<file path="src/rtl/slotseq_pkg.sv">
// Package: shared mode encoding for the slot reset sequencer.
// Assumes the slot power controller presents its mode as a 3-bit code.
package slotseq_pkg;
    typedef enum logic [2:0] {
        MODE_OFF      = 3'd0,
        MODE_SHUTDOWN = 3'd1,
        MODE_NO_CARD  = 3'd2,
        MODE_STANDBY  = 3'd3,
        MODE_CARD_IN  = 3'd4
    } slot_mode_t;
endpackage

</file>
<file path="src/rtl/slotseq_pwrgood.sv">
// Module: decodes slot power-good from mode and rail flags, and registers
// the clock-enable pull-down (released only while power is good).
// Assumes the rail flags are already synchronous to clk.
module slotseq_pwrgood
    import slotseq_pkg::*;
#(
    parameter int N_RAILS = 3
) (
    input  logic               clk,
    input  logic               rst_n,
    input  logic [2:0]         mode_i,
    input  logic [N_RAILS-1:0] rail_ok_i,
    output logic               pg_o,
    output logic               clken_pull_o
);
    logic mode_on;
    logic rails_on;

    // Purpose: power good only in Card Inserted with every rail in tolerance.
    always_comb begin
        mode_on  = (mode_i == MODE_CARD_IN);
        rails_on = &rail_ok_i;
        pg_o     = mode_on && rails_on;
    end

    // Purpose: one-register power-good indication on the clock-enable pad.
    always_ff @(posedge clk) begin
        if (!rst_n) clken_pull_o <= 1'b1;
        else        clken_pull_o <= !pg_o;
    end

    AST_PULL_AFTER_LOSS: assert property (@(posedge clk) disable iff (!rst_n)
        !pg_o |=> clken_pull_o);
endmodule

</file>
<file path="src/rtl/slotseq_hold_timer.sv">
// Module: loadable down-counter enforcing the minimum low time of the slot reset.
// Assumes load_i pulses for one cycle when the reset falls; COUNT may be zero.
module slotseq_hold_timer #(
    parameter int COUNT = 5000
) (
    input  logic clk,
    input  logic rst_n,
    input  logic load_i,
    output logic done_o
);
    localparam int W = $clog2(COUNT + 2);
    logic [W-1:0] cnt_q;

    // Purpose: reload on reset or load, otherwise count down to zero.
    always_ff @(posedge clk) begin
        if (!rst_n || load_i)  cnt_q <= W'(COUNT);
        else if (cnt_q != '0)  cnt_q <= cnt_q - 1'b1;
    end

    assign done_o = (cnt_q == '0);

    AST_HOLD_RANGE: assert property (@(posedge clk) disable iff (!rst_n)
        cnt_q <= W'(COUNT));
endmodule

</file>
<file path="src/rtl/slotseq_release_timer.sv">
// Module: saturating up-counter measuring consecutive qualified cycles
// before the slot reset may be released. Any unqualified cycle clears it.
module slotseq_release_timer #(
    parameter int COUNT = 500000
) (
    input  logic clk,
    input  logic rst_n,
    input  logic clear_i,
    input  logic qualify_i,
    output logic full_o
);
    localparam int W = $clog2(COUNT + 2);
    logic [W-1:0] cnt_q;

    // Purpose: count qualified cycles, restart on any loss or clear.
    always_ff @(posedge clk) begin
        if (!rst_n || clear_i || !qualify_i) cnt_q <= '0;
        else if (cnt_q != W'(COUNT))         cnt_q <= cnt_q + 1'b1;
    end

    assign full_o = (cnt_q == W'(COUNT));

    AST_NO_OVERFLOW: assert property (@(posedge clk) disable iff (!rst_n)
        cnt_q <= W'(COUNT));
    AST_RESTART_ON_LOSS: assert property (@(posedge clk) disable iff (!rst_n)
        !qualify_i |=> !full_o || (COUNT == 0));
endmodule

</file>
<file path="src/rtl/slot_reset_seq.sv">
// Module: top of the slot reset and clock-enable sequencer. Asserts the slot
// reset on the edge after power or host reset is lost, and releases it after a
// qualified delay and a minimum low time. Assumes all inputs are synchronous.
module slot_reset_seq #(
    parameter int CLK_HZ           = 50_000_000,
    parameter int RELEASE_DELAY_MS = 10,
    parameter int MIN_PULSE_US     = 100,
    parameter int N_RAILS          = 3
) (
    input  logic               clk,
    input  logic               rst_n,
    input  logic [2:0]         mode_i,
    input  logic [N_RAILS-1:0] rail_ok_i,
    input  logic               host_rst_n_i,
    input  logic               clken_sense_i,
    output logic               slot_rst_n_o,
    output logic               clken_pull_o
);
    localparam int CYC_PER_MS = CLK_HZ / 1000;
    localparam int REL_CYC    = CYC_PER_MS * RELEASE_DELAY_MS;
    localparam int MIN_CYC    = (CYC_PER_MS * MIN_PULSE_US) / 1000;

    logic pg;
    logic drop;
    logic qualify;
    logic slot_q;
    logic hold_done;
    logic rel_full;

    slotseq_pwrgood #(.N_RAILS(N_RAILS)) u_pwrgood (
        .clk          (clk),
        .rst_n        (rst_n),
        .mode_i       (mode_i),
        .rail_ok_i    (rail_ok_i),
        .pg_o         (pg),
        .clken_pull_o (clken_pull_o)
    );

    // Purpose: assertion and release conditions.
    always_comb begin
        drop    = !pg || !host_rst_n_i;
        qualify = pg && host_rst_n_i && clken_sense_i;
    end

    slotseq_hold_timer #(.COUNT(MIN_CYC)) u_hold (
        .clk    (clk),
        .rst_n  (rst_n),
        .load_i (slot_q && drop),
        .done_o (hold_done)
    );

    slotseq_release_timer #(.COUNT(REL_CYC)) u_release (
        .clk       (clk),
        .rst_n     (rst_n),
        .clear_i   (slot_q),
        .qualify_i (qualify),
        .full_o    (rel_full)
    );

    // Purpose: slot reset state, low on loss, high after delay and hold.
    always_ff @(posedge clk) begin
        if (!rst_n)                              slot_q <= 1'b0;
        else if (drop)                           slot_q <= 1'b0;
        else if (!slot_q && rel_full && hold_done) slot_q <= 1'b1;
    end

    assign slot_rst_n_o = slot_q;

    AST_DROP_ASSERTS: assert property (@(posedge clk) disable iff (!rst_n)
        drop |=> !slot_rst_n_o);
    AST_RELEASE_AFTER_COUNT: assert property (@(posedge clk) disable iff (!rst_n)
        $rose(slot_rst_n_o) |-> $past(rel_full) && $past(clken_sense_i));
    AST_MIN_PULSE: assert property (@(posedge clk) disable iff (!rst_n)
        !hold_done |-> !slot_rst_n_o);
    AST_RELEASED_PAD_FREE: assert property (@(posedge clk) disable iff (!rst_n)
        slot_rst_n_o |-> !clken_pull_o);
endmodule

</file>
<file path="config.mk">
export PLATFORM = sky130hd
export DESIGN_NAME = slot_reset_seq
export DESIGN_NICKNAME = d
export VERILOG_FILES = /design/src/rtl/slotseq_pkg.sv /design/src/rtl/slotseq_pwrgood.sv /design/src/rtl/slotseq_hold_timer.sv /design/src/rtl/slotseq_release_timer.sv /design/src/rtl/slot_reset_seq.sv
export SDC_FILE = /design/constraint.sdc
export NUM_CORES = 1
export LEC_CHECK = 0
export BUFFER_PORTS_ARGS = -buffer_cell sky130_fd_sc_hd__buf_2
export CORE_AREA = 2 2 45 79
export CTS_BUF_LIST = sky130_fd_sc_hd__clkbuf_2
export CTS_CLUSTER_SIZE = 25
export DETAILED_ROUTE_END_ITERATION = 10
export DIE_AREA = 0 0 47 81
export PLACE_DENSITY = 0.71
export SLEW_MARGIN = 20
export SYNTH_ARGS = -nofsm -noshare
export SYNTH_HDL_FRONTEND = slang
export SYNTH_SLANG_ARGS = --single-unit
export TNS_END_PERCENT = 50
</file>
<file path="constraint.sdc">
create_clock -name clk -period 4.59 [get_ports clk]
set_clock_uncertainty 0.2 [all_clocks]
set_input_delay 0.918 -clock clk [delete_from_list [all_inputs] [get_ports clk]]
set_output_delay 0.918 -clock clk [all_outputs]
set_load 0.005 [all_outputs]
</file>
==> results.py, run 1 <==
metrics = {
    "cells_and_area": {
        "fin_nets": 223,
        "layout-drive-gt1-share": 0.143,
        "final_area_mm2": 0.00183,
        "area_growth_pct": 8.45,
        "seqCellArea_um2": 681,
        "utilization": 0.568,
        "multi_input_area_um2": 973,
        "diodes": 0,
        "final.fill_count": 319,
    },
    "run": {
        "maxCapViolations": 0,
    },
    "timing": {
        "fin_crit_sh": 0.509,
        "setup_ws_ps": 2250,
        "fmax_mhz": 428,
        "finalSetupViolations": 0,
        "hold_violations": 0,
        "worst_slew_pin_slew_ps": 820,
        "whs_ps": 301,
        "rsz0062_at_grt": "false",
        "slew_headroom": 0.447,
        "drv_slew": 0,
        "finalCriticalPeriod_ps": 2340,
        "fin_setup_tns_ps": 0,
    },
    "worst_setup_path": {
        "r2r_start": "u_release.cnt_q[0]",
        "r2r_cells": 5,
        "end_kind": "register",
        "ff2ff_setup_slack_ps": 2370,
        "cp_max_fo": 19,
        "reg2reg_to": "u_release.cnt_q[18]",
        "worstSetupPathType": "primary input to register",
        "crit_arrival_ps": 2450,
        "critPathLaunchType": "primary input",
        "cp_data_required_time_ps": 4700,
    },
    "pwr": {
        "internal-power_uw": 354,
        "power_switching_uw": 131,
        "p_leak_nw": 0.590,
        "clkPwrFrac": 0.275,
        "seqPwrFrac": 0.646,
        "pwr-share-comb": 0.079,
        "p_per_area_mw_per_mm2": 265,
        "vdd_drop_max_v": 0.000163,
        "p_sw_frac": 0.270,
    },
    "synth": {
        "synth_top_cells_by_count": "dfxtp_1, nor2_1, nand3_1",
        "ys_async_sr_fraction": 0,
        "synth_area_leaders": "dfxtp_1, nor2_1, xnor2_1, nand3_1, a21oi_1",
        "synthesis.area_mm2": 0.00169,
        "synth_most_common_cell": "dfxtp_1",
        "netlist.area_leader.share": 0.403,
        "synth-seq-cells": 34,
        "synthFlopType": "dfxtp_1",
        "yosysSeqAreaShare": 0.403,
        "syn_nets": 206,
        "synth_cell_types": 45,
        "synthCells": 193,
        "synth_edf_count": 0,
        "syn_avg_cell_area_um2": 8.75,
        "yosysTopAreaCell": "dfxtp_1",
        "synth_warnings": 0,
    },
    "drt": {
        "num_vias": 1499,
        "ant_nets": 0,
        "drt_iter0_drc": 22,
        "drt-total-wl_um": 3690,
        "drcViolationCount": 0,
        "via_per_inst": 5.88,
        "wl_per_cell_um": 14.5,
        "dr.pass1.iters": 4,
    },
    "clocking": {
        "cts_tree": "yes",
        "clock-sinks": 34,
        "clk_latency_ps": 380,
        "cts-resized-gates": 0,
        "cts_buffers": 5,
        "clk_pin_slew_ps": 180,
        "cts_max_level": 2,
        "cts_setup_buffers": 0,
        "ctsHoldBuffers": 0,
        "cts-root-buf": "clkbuf_2",
        "clock_path_buffers": 2,
    },
    "global_routing": {
        "track_usage": 0.224,
        "antenna_found_initial": 0,
        "grt_pass1_vias": 1515,
        "grt_start_max_net_pins": 20,
        "overflow": 0,
        "grt_pass1_wl_um": 6110,
    },
    "floorplan": {
        "num_rows": 28,
        "initial_core_util": 0.524,
        "core_mm2": 0.00322,
        "die_area_mm2": 0.00381,
        "dieHeight_um": 81,
        "io_pins": 12,
        "fp.dieW_um": 47,
    },
    "placed_design": {
        "place_hpwl_um": 2850,
        "post-place-ws_ps": 1830,
        "io_buffers": 11,
        "place.gp.congestion": 0.934,
        "place_area_mm2": 0.00180,
    },
    "hold_path": {
        "holdPathStages": 2,
        "hold_path_class": "register to register",
        "hold_end": "u_hold.cnt_q[12]",
        "hold_path.startpoint": "u_hold.cnt_q[12]",
    },
    "outcome": {
        "status": "finished clean",
    },
}
-- flip-flops by register name (all words and copies together) (netlist names) --
register and flops:
slot_rst_n_o 1, u_hold.cnt_q 13, u_pwrgood.clken_pull_o 1, u_release.cnt_q 19
-- placed cells by master (no fill, tap or decap), types with 2 or more instances in the layout --
master | netlist | final
a211oi_1 | 2 | 2
a21oi_1 | 10 | 10
and3_1 | 3 | 3
and4_1 | 3 | 3
buf_2 | 0 | 11
clkbuf_2 | 0 | 5
clkinv_2 | 0 | 2
dfxtp_1 | 34 | 34
ha_1 | 3 | 3
inv_1 | 8 | 8
nand2_1 | 10 | 10
nand2b_1 | 3 | 3
nand3_1 | 12 | 12
nand4_1 | 4 | 4
nor2_1 | 21 | 21
nor2b_1 | 2 | 2
nor3_1 | 9 | 9
nor4_1 | 5 | 5
nor4b_1 | 3 | 3
nor4bb_1 | 2 | 2
o21a_1 | 2 | 2
o21ai_0 | 9 | 9
o31ai_1 | 3 | 3
or2_2 | 2 | 2
or3_1 | 4 | 4
or3_2 | 2 | 2
or4_1 | 6 | 6
xnor2_1 | 7 | 7
xor2_1 | 5 | 5
-- power by group through the flow --
stage               Clock, mW  Sequential [mW]  Combinational, mW
floorplan                   0            0.317             0.0285
global placement            0            0.318             0.0373
detailed placement          0            0.319             0.0388
CTS                     0.137            0.313             0.0389
global route            0.151            0.315             0.0439
finish                  0.133            0.313             0.0385
-- cells by family after synthesis --
| kind of cell | count (synthesis) | synth area share |
|---|---|---|
| flops | 34 | 0.403 |
| xor+xnor | 12 | 0.0623 |
| simple gates | 102 | 0.364 |
| compound gates | 33 | 0.128 |
| buf+inv | 9 | 0.0200 |
| fa+ha+maj | 3 | 0.0222 |
-- layout make-up --
type | count | share of cell area
clock buffer | 5 | 0.0137
clock inverter | 2 | 0.00547
inverter | 8 | 0.0164
multi-input combinational | 150 | 0.532
sequential | 34 | 0.372
tap | 45 | 0.0308
timing repair buffer | 11 | 0.0301
-- critical path, stage by stage --
cell	delay [ps]
buf_2	90
nand4_1	170
nor4_1	370
nand3b_1	580
a21oi_1	320
-- worst max path at each step --
stage                     start                  end  slack (ps)  cells after the start
after global placement    rst_n   u_release.cnt_q[0]        1930                      5
final                     rst_n  u_release.cnt_q[15]        2250                      5
after CTS                 rst_n  u_release.cnt_q[15]        2270                      5
after floorplan           rst_n      u_hold.cnt_q[4]        2220                      4
after detailed placement  rst_n  u_release.cnt_q[15]        1830                      5
after global routing      rst_n   u_release.cnt_q[0]        2050                      5
-- through the flow --
stage	std cells	total power, mW
CTS	255	0.489
global placement	248	0.356
global route	255	0.510
floorplan	193	0.345
finish	255	0.485
detailed placement	248	0.358
-- layer usage --
layer | part of all wire | vias to the layer above | global-route usage
met3 | 0.017 | 14 | 0.0489
met1 | 0.37 | 719 | 0.194
met5 | 0 | - | 0
met2 | 0.58 | 14 | 0.423
met4 | 0.038 | 0 | 0.136
li1 | - | 752 | -
No activity file was read; power rests on OpenSTA's default activity.
==> run 2, diff against run 1 <==
- ABC_AREA: not set -> 1
- CORE_AREA: 2 2 45 79 -> 2 2 48 83
- DIE_AREA: 0 0 47 81 -> 0 0 50 85
- PLACE_DENSITY: 0.71 -> 0.74
- clock period: 4.59 -> 1.88 ns (I/O delays scaled with it)
==> run 2 against run 1 <==
Against the previous run:
- sequential power up 140%
- total power rose to 2.5 times the previous value
- cell area up 13%
- critical path depth up 3
- global-route usage down 1.5 points
- non-clock buffer count up 1
- sequential cell count unchanged
- synthesized cell count up 53%
- final cell count up 41%
- wire length up 8.1%
==> results.py, run 2 <==
metrics = {
    "worst_setup_path": {
        "crit_path_frequent_cell": "nand2_2",
        "critPathLaunchType": "register",
        "crit_arrival_ps": 1770,
        "path_cells": "ha_1, nand2_1, nor2_2, nand2_2, inv_2, nand2_2, nor3_2, nor2_1",
        "cp_max_fo": 4,
        "cp_data_required_time_ps": 1990,
        "slowest_delay_ps": 420,
        "cp_slowest_cell": "dfxtp_1",
        "worstSetupPathType": "register to register",
        "end_kind": "register",
    },
    "timing": {
        "fin_setup_tns_ps": 0,
        "drv_slew": 0,
        "finalSetupViolations": 0,
        "fin_crit_sh": 0.886,
        "hold_violations": 0,
        "worst_slew_pin_slew_ps": 266,
        "slew_headroom": 0.822,
        "finalCriticalPeriod_ps": 1670,
        "rsz0062_at_grt": "false",
        "fmax_mhz": 600,
    },
    "clocking": {
        "cts-root-buf": "clkbuf_2",
        "clk_pin_slew_ps": 160,
        "clock-sinks": 34,
        "cts-resized-gates": 0,
        "cts_tree": "yes",
        "cts_setup_buffers": 0,
        "cts_buffers": 5,
        "ctsHoldBuffers": 0,
        "cts_max_level": 2,
        "clock_path_buffers": 2,
        "clk_latency_ps": 390,
    },
    "synth": {
        "yosysTopAreaCell": "dfxtp_1",
        "synth_warnings": 0,
        "synth_top_cells_by_count": "nand2_1, nor2_1, inv_1",
        "netlist.area_leader.share": 0.356,
        "syn_avg_cell_area_um2": 6.46,
        "synth-seq-cells": 34,
        "synthesis.area_mm2": 0.00191,
        "synth_area_leaders": "dfxtp_1, nand2_1, nor2_1, inv_1, nand3_1",
        "yosysSeqAreaShare": 0.356,
        "syn_nets": 309,
        "synthFlopType": "dfxtp_1",
        "synthCells": 296,
        "ys_async_sr_fraction": 0,
        "synth_cell_types": 29,
        "synth_most_common_cell": "nand2_1",
        "synth_edf_count": 0,
    },
    "pwr": {
        "vdd_drop_max_v": 0.000498,
        "total_power_mw": 1.23,
        "p_leak_nw": 0.883,
        "p_per_area_mw_per_mm2": 598,
    },
    "cells_and_area": {
        "fin_nets": 327,
        "diodes": 0,
        "largest_reg_flops": 19,
        "layout_commonest_cell": "nand2_1",
        "largestRegisters": "u_release.cnt_q x19, u_hold.cnt_q x13",
        "utilization": 0.573,
        "layout-drive-gt1-share": 0.143,
        "final_cell_mix": "nand2_1, nor2_1, inv_1",
        "top_register": "u_release.cnt_q",
        "area_growth_pct": 7.72,
    },
    "drt": {
        "drt-total-wl_um": 3990,
        "drt_iter0_drc": 51,
        "drcViolationCount": 0,
        "dr.pass1.iters": 4,
        "num_vias": 1748,
        "wl_per_cell_um": 11.1,
        "ant_nets": 0,
        "via_per_inst": 4.86,
    },
    "floorplan": {
        "dieHeight_um": 85,
        "core_mm2": 0.00359,
        "die_area_mm2": 0.00425,
        "fp.dieW_um": 50,
        "num_rows": 29,
        "initial_core_util": 0.532,
        "io_pins": 12,
    },
    "global_routing": {
        "grt_start_max_net_pins": 14,
        "track_usage": 0.209,
        "grt_pass1_wl_um": 6750,
        "antenna_found_initial": 0,
        "grt_pass1_vias": 1634,
        "overflow": 0,
    },
    "placed_design": {
        "place.gp.congestion": 0.821,
        "place_hpwl_um": 3120,
        "io_buffers": 11,
    },
    "hold_path": {
        "hold_path_class": "primary input to register",
    },
    "outcome": {
        "status": "finished clean",
    },
    "run": {
        "maxCapViolations": 0,
    },
}
## run 2: cell count changes after synthesis, sizes merged, moves of 4 or more
cell   change
or4        -7
xnor2      -6
nand2     +79
nand3      +4
o21ai      -4
nor4       -7
and3       -4
inv       +32
or3        -7
nor2      +49
## run 2: report_power, final
group | internal (mW) | switching [mW]
combinational | 0.0500 | 0.0748
clock | 0.0967 | 0.243
sequential | 0.744 | 0.0227
total | 0.890 | 0.341
## run 2: worst paths after layout
path / from / to / slack, ps / cells after the start
min: host_rst_n_i / u_release.cnt_q[2] / 50 / 3
max: u_release.cnt_q[1] / u_release.cnt_q[14] / 210 / 8
min reg2reg: u_hold.cnt_q[0] / u_hold.cnt_q[0] / 270 / 2
max reg2reg: u_release.cnt_q[1] / u_release.cnt_q[14] / 210 / 8
## run 2: critical path: cells and delay by family, from the launching register on
family	cells	cell delay [ps]
fa+ha+maj	1	220
buf+inv	1	90
flops	1	420
simple gates	6	660
## run 2: final cells by class
cell class,count,area [um2]
clock buffers,7,35.0
repair buffers,12,62.6
multi-input cells,220,1060
well taps,46,57.6
flip-flops and latches,34,681
fillers,358,1530
inverters,41,159
## run 2: through the flow
step	hold slack (ps)	cells	setup WS (ps)	cell area, um2
detailed placement	253	353	224	2020
CTS	57.0	360	197	2060
finish	50.6	360	214	2060
global route	42.7	360	86.7	2060
floorplan	231	296	360	1910
global placement	248	353	229	2020
## run 2: kinds of logic after synthesis
family,Yosys count,synth area share
compound gates,17,0.0478
xor+xnor,3,0.0137
fa+ha+maj,3,0.0196
buf+inv,42,0.0870
flops,34,0.356
simple gates,197,0.476
## run 2: per-layer routing
layer | track usage | vias up | routed length, um | part of all wire
met5 | 0 | - | 0 | 0
met4 | 0.0960 | 0 | 76 | 0.019
met3 | 0.0423 | 6 | 68 | 0.017
met2 | 0.408 | 10 | 2330 | 0.58
met1 | 0.197 | 780 | 1510 | 0.38
li1 | - | 952 | - | -
==> run 3, diff against run 2 <==
- CORE_AREA: 2 2 48 83 -> 3 3 49 85
- CTS_BUF_LIST: sky130_fd_sc_hd__clkbuf_2 -> not set
- DIE_AREA: 0 0 50 85 -> 0 0 52 88
- PLACE_DENSITY: 0.74 -> 0.73
- clock period: 1.88 -> 1.4 ns (I/O delays scaled with it)
==> run 3 against run 2 <==
Against the previous run:
- the run now ends with setup timing left
- critical path depth unchanged
- count of clock-buffer cells in the layout down 2
- global-route usage up 2.9 points
- largest power group is now the clock network
- highest routed layer unchanged
==> results.py, run 3 (synthesis gave the netlist of run 2 again) <==
metrics = {
    "clocking": {
        "cts-root-buf": "clkbuf_8",
        "ctsHoldBuffers": 0,
        "clk_latency_ps": 290,
        "clock_path_buffers": 2,
        "cts_buffers": 5,
        "cts_tree": "yes",
        "clock-sinks": 34,
        "cts_max_level": 2,
        "clk_pin_slew_ps": 80,
    },
    "worst_setup_path": {
        "crit_path_frequent_cell": "nand2_2",
        "cp_max_fo": 3,
        "critPathLaunchType": "register",
        "worstSetupPathType": "register to register",
        "path_cells": "inv_4, ha_4, nand2_4, nor3_4, nand2_2, nor2_4, nand2_2, a21oi_1",
        "crit_arrival_ps": 1530,
        "cp_data_required_time_ps": 1430,
        "r2r_cells": 8,
        "cp_slowest_cell": "dfxtp_4",
        "end_kind": "register",
        "slowest_delay_ps": 370,
    },
    "timing": {
        "finalCriticalPeriod_ps": 1500,
        "setup_ws_ps": -101,
        "finalSetupViolations": 19,
        "fin_setup_tns_ps": -835,
        "drv_slew": 0,
        "rsz0062_at_grt": "true",
        "slew_headroom": 0.808,
        "hold_violations": 0,
        "whs_ps": 101,
        "fin_crit_sh": 1.07,
        "fmax_mhz": 666,
        "worst_slew_pin_slew_ps": 287,
    },
    "floorplan": {
        "dieHeight_um": 88,
        "initial_core_util": 0.532,
        "fp.dieW_um": 52,
        "die_area_mm2": 0.00458,
        "num_rows": 29,
        "io_pins": 12,
        "core_mm2": 0.00359,
    },
    "placed_design": {
        "io_buffers": 11,
        "post-place-ws_ps": -206,
        "place.gp.congestion": 0.836,
        "place_area_mm2": 0.00225,
        "dp_cells": 381,
        "place_hpwl_um": 3770,
    },
    "cells_and_area": {
        "utilization": 0.751,
        "diodes": 0,
        "area_growth_pct": 41.2,
        "final.fill_count": 267,
        "top_register": "u_release.cnt_q",
        "fin_nets": 365,
        "seqCellArea_um2": 706,
        "layout.cells.non_filler": 399,
        "layout-drive-gt1-share": 0.394,
        "final_cell_mix": "nand2_1, nor2_1, buf_4",
        "multi_input_area_mm2": 0.00128,
        "final_area_mm2": 0.00270,
        "layout_commonest_cell": "nand2_1",
        "largestRegisters": "u_release.cnt_q x19, u_hold.cnt_q x13",
        "largest_reg_flops": 19,
    },
    "drt": {
        "dr.pass1.iters": 4,
        "drt_iter0_drc": 23,
        "wl_per_cell_um": 14.1,
        "drt-total-wl_um": 5640,
        "via_per_inst": 5.21,
        "drcViolationCount": 0,
        "ant_nets": 0,
        "num_vias": 2078,
    },
    "global_routing": {
        "grt_pass1_wl_um": 7980,
        "antenna_found_initial": 0,
        "track_usage": 0.238,
        "grt_pass1_vias": 1908,
        "overflow": 0,
        "grt_start_max_net_pins": 14,
    },
    "pwr": {
        "total_power_mw": 2.44,
        "vdd_drop_max_v": 0.000961,
        "power_switching_uw": 600,
        "seqPwrFrac": 0.419,
        "p_sw_frac": 0.246,
        "pwr-share-comb": 0.127,
        "internal-power_mw": 1.84,
        "p_per_area_mw_per_mm2": 905,
        "clkPwrFrac": 0.454,
        "p_leak_nw": 1.15,
    },
    "hold_path": {
        "holdPathStages": 3,
        "hold_path_class": "primary input to register",
    },
    "outcome": {
        "status": "complete, but fails checks",
        "failed_checks": "setup timing",
    },
    "run": {
        "maxCapViolations": 0,
    },
}
run 3: worst max-delay path: cells and delay by family (launching register included):
| kind | cells | cell delay [ps] |
|---|---|---|
| compound gates | 1 | 130 |
| buf+inv | 1 | 60 |
| flops | 1 | 370 |
| fa+ha+maj | 1 | 130 |
| simple gates | 5 | 550 |
run 3: layout make-up:
class | instances | share of cell area
inverter | 41 | 0.0617
sequential | 34 | 0.261
clock inverter | 3 | 0.0255
clock buffer | 5 | 0.0255
tap | 46 | 0.0213
multi-input combinational | 221 | 0.474
timing repair buffer | 49 | 0.130
run 3: per-layer routing:
metal | vias up | share of wire | global-route usage
met3 | 21 | 0.023 | 0.0477
met5 | - | 0 | 0
met2 | 45 | 0.60 | 0.457
met1 | 977 | 0.34 | 0.208
met4 | 0 | 0.037 | 0.167
li1 | 1035 | - | -
run 3: final timing paths:
kind         slack, ps                 from                  end
max               -100   u_release.cnt_q[0]         slot_rst_n_o
min reg2reg        300  u_release.cnt_q[17]  u_release.cnt_q[17]
min                100         host_rst_n_i   u_release.cnt_q[2]
max reg2reg       -100   u_release.cnt_q[0]         slot_rst_n_o
run 3: timing repair:
action,4_1_cts,5_1_grt
pin swaps,14,20
setup endpoints to repair,25,28
gates cloned,0,1
gates resized for setup,33,44
setup buffers,5,4
run 3: power groups by stage:
| stage | Clock [mW] | Combinational (mW) | Sequential (mW) |
|---|---|---|---|
| floorplan | 0 | 0.134 | 1.04 |
| global placement | 0 | 0.241 | 1.04 |
| detailed placement | 0 | 0.249 | 1.04 |
| CTS | 1.12 | 0.270 | 1.02 |
| global route | 1.18 | 0.335 | 1.02 |
| finish | 1.11 | 0.309 | 1.02 |
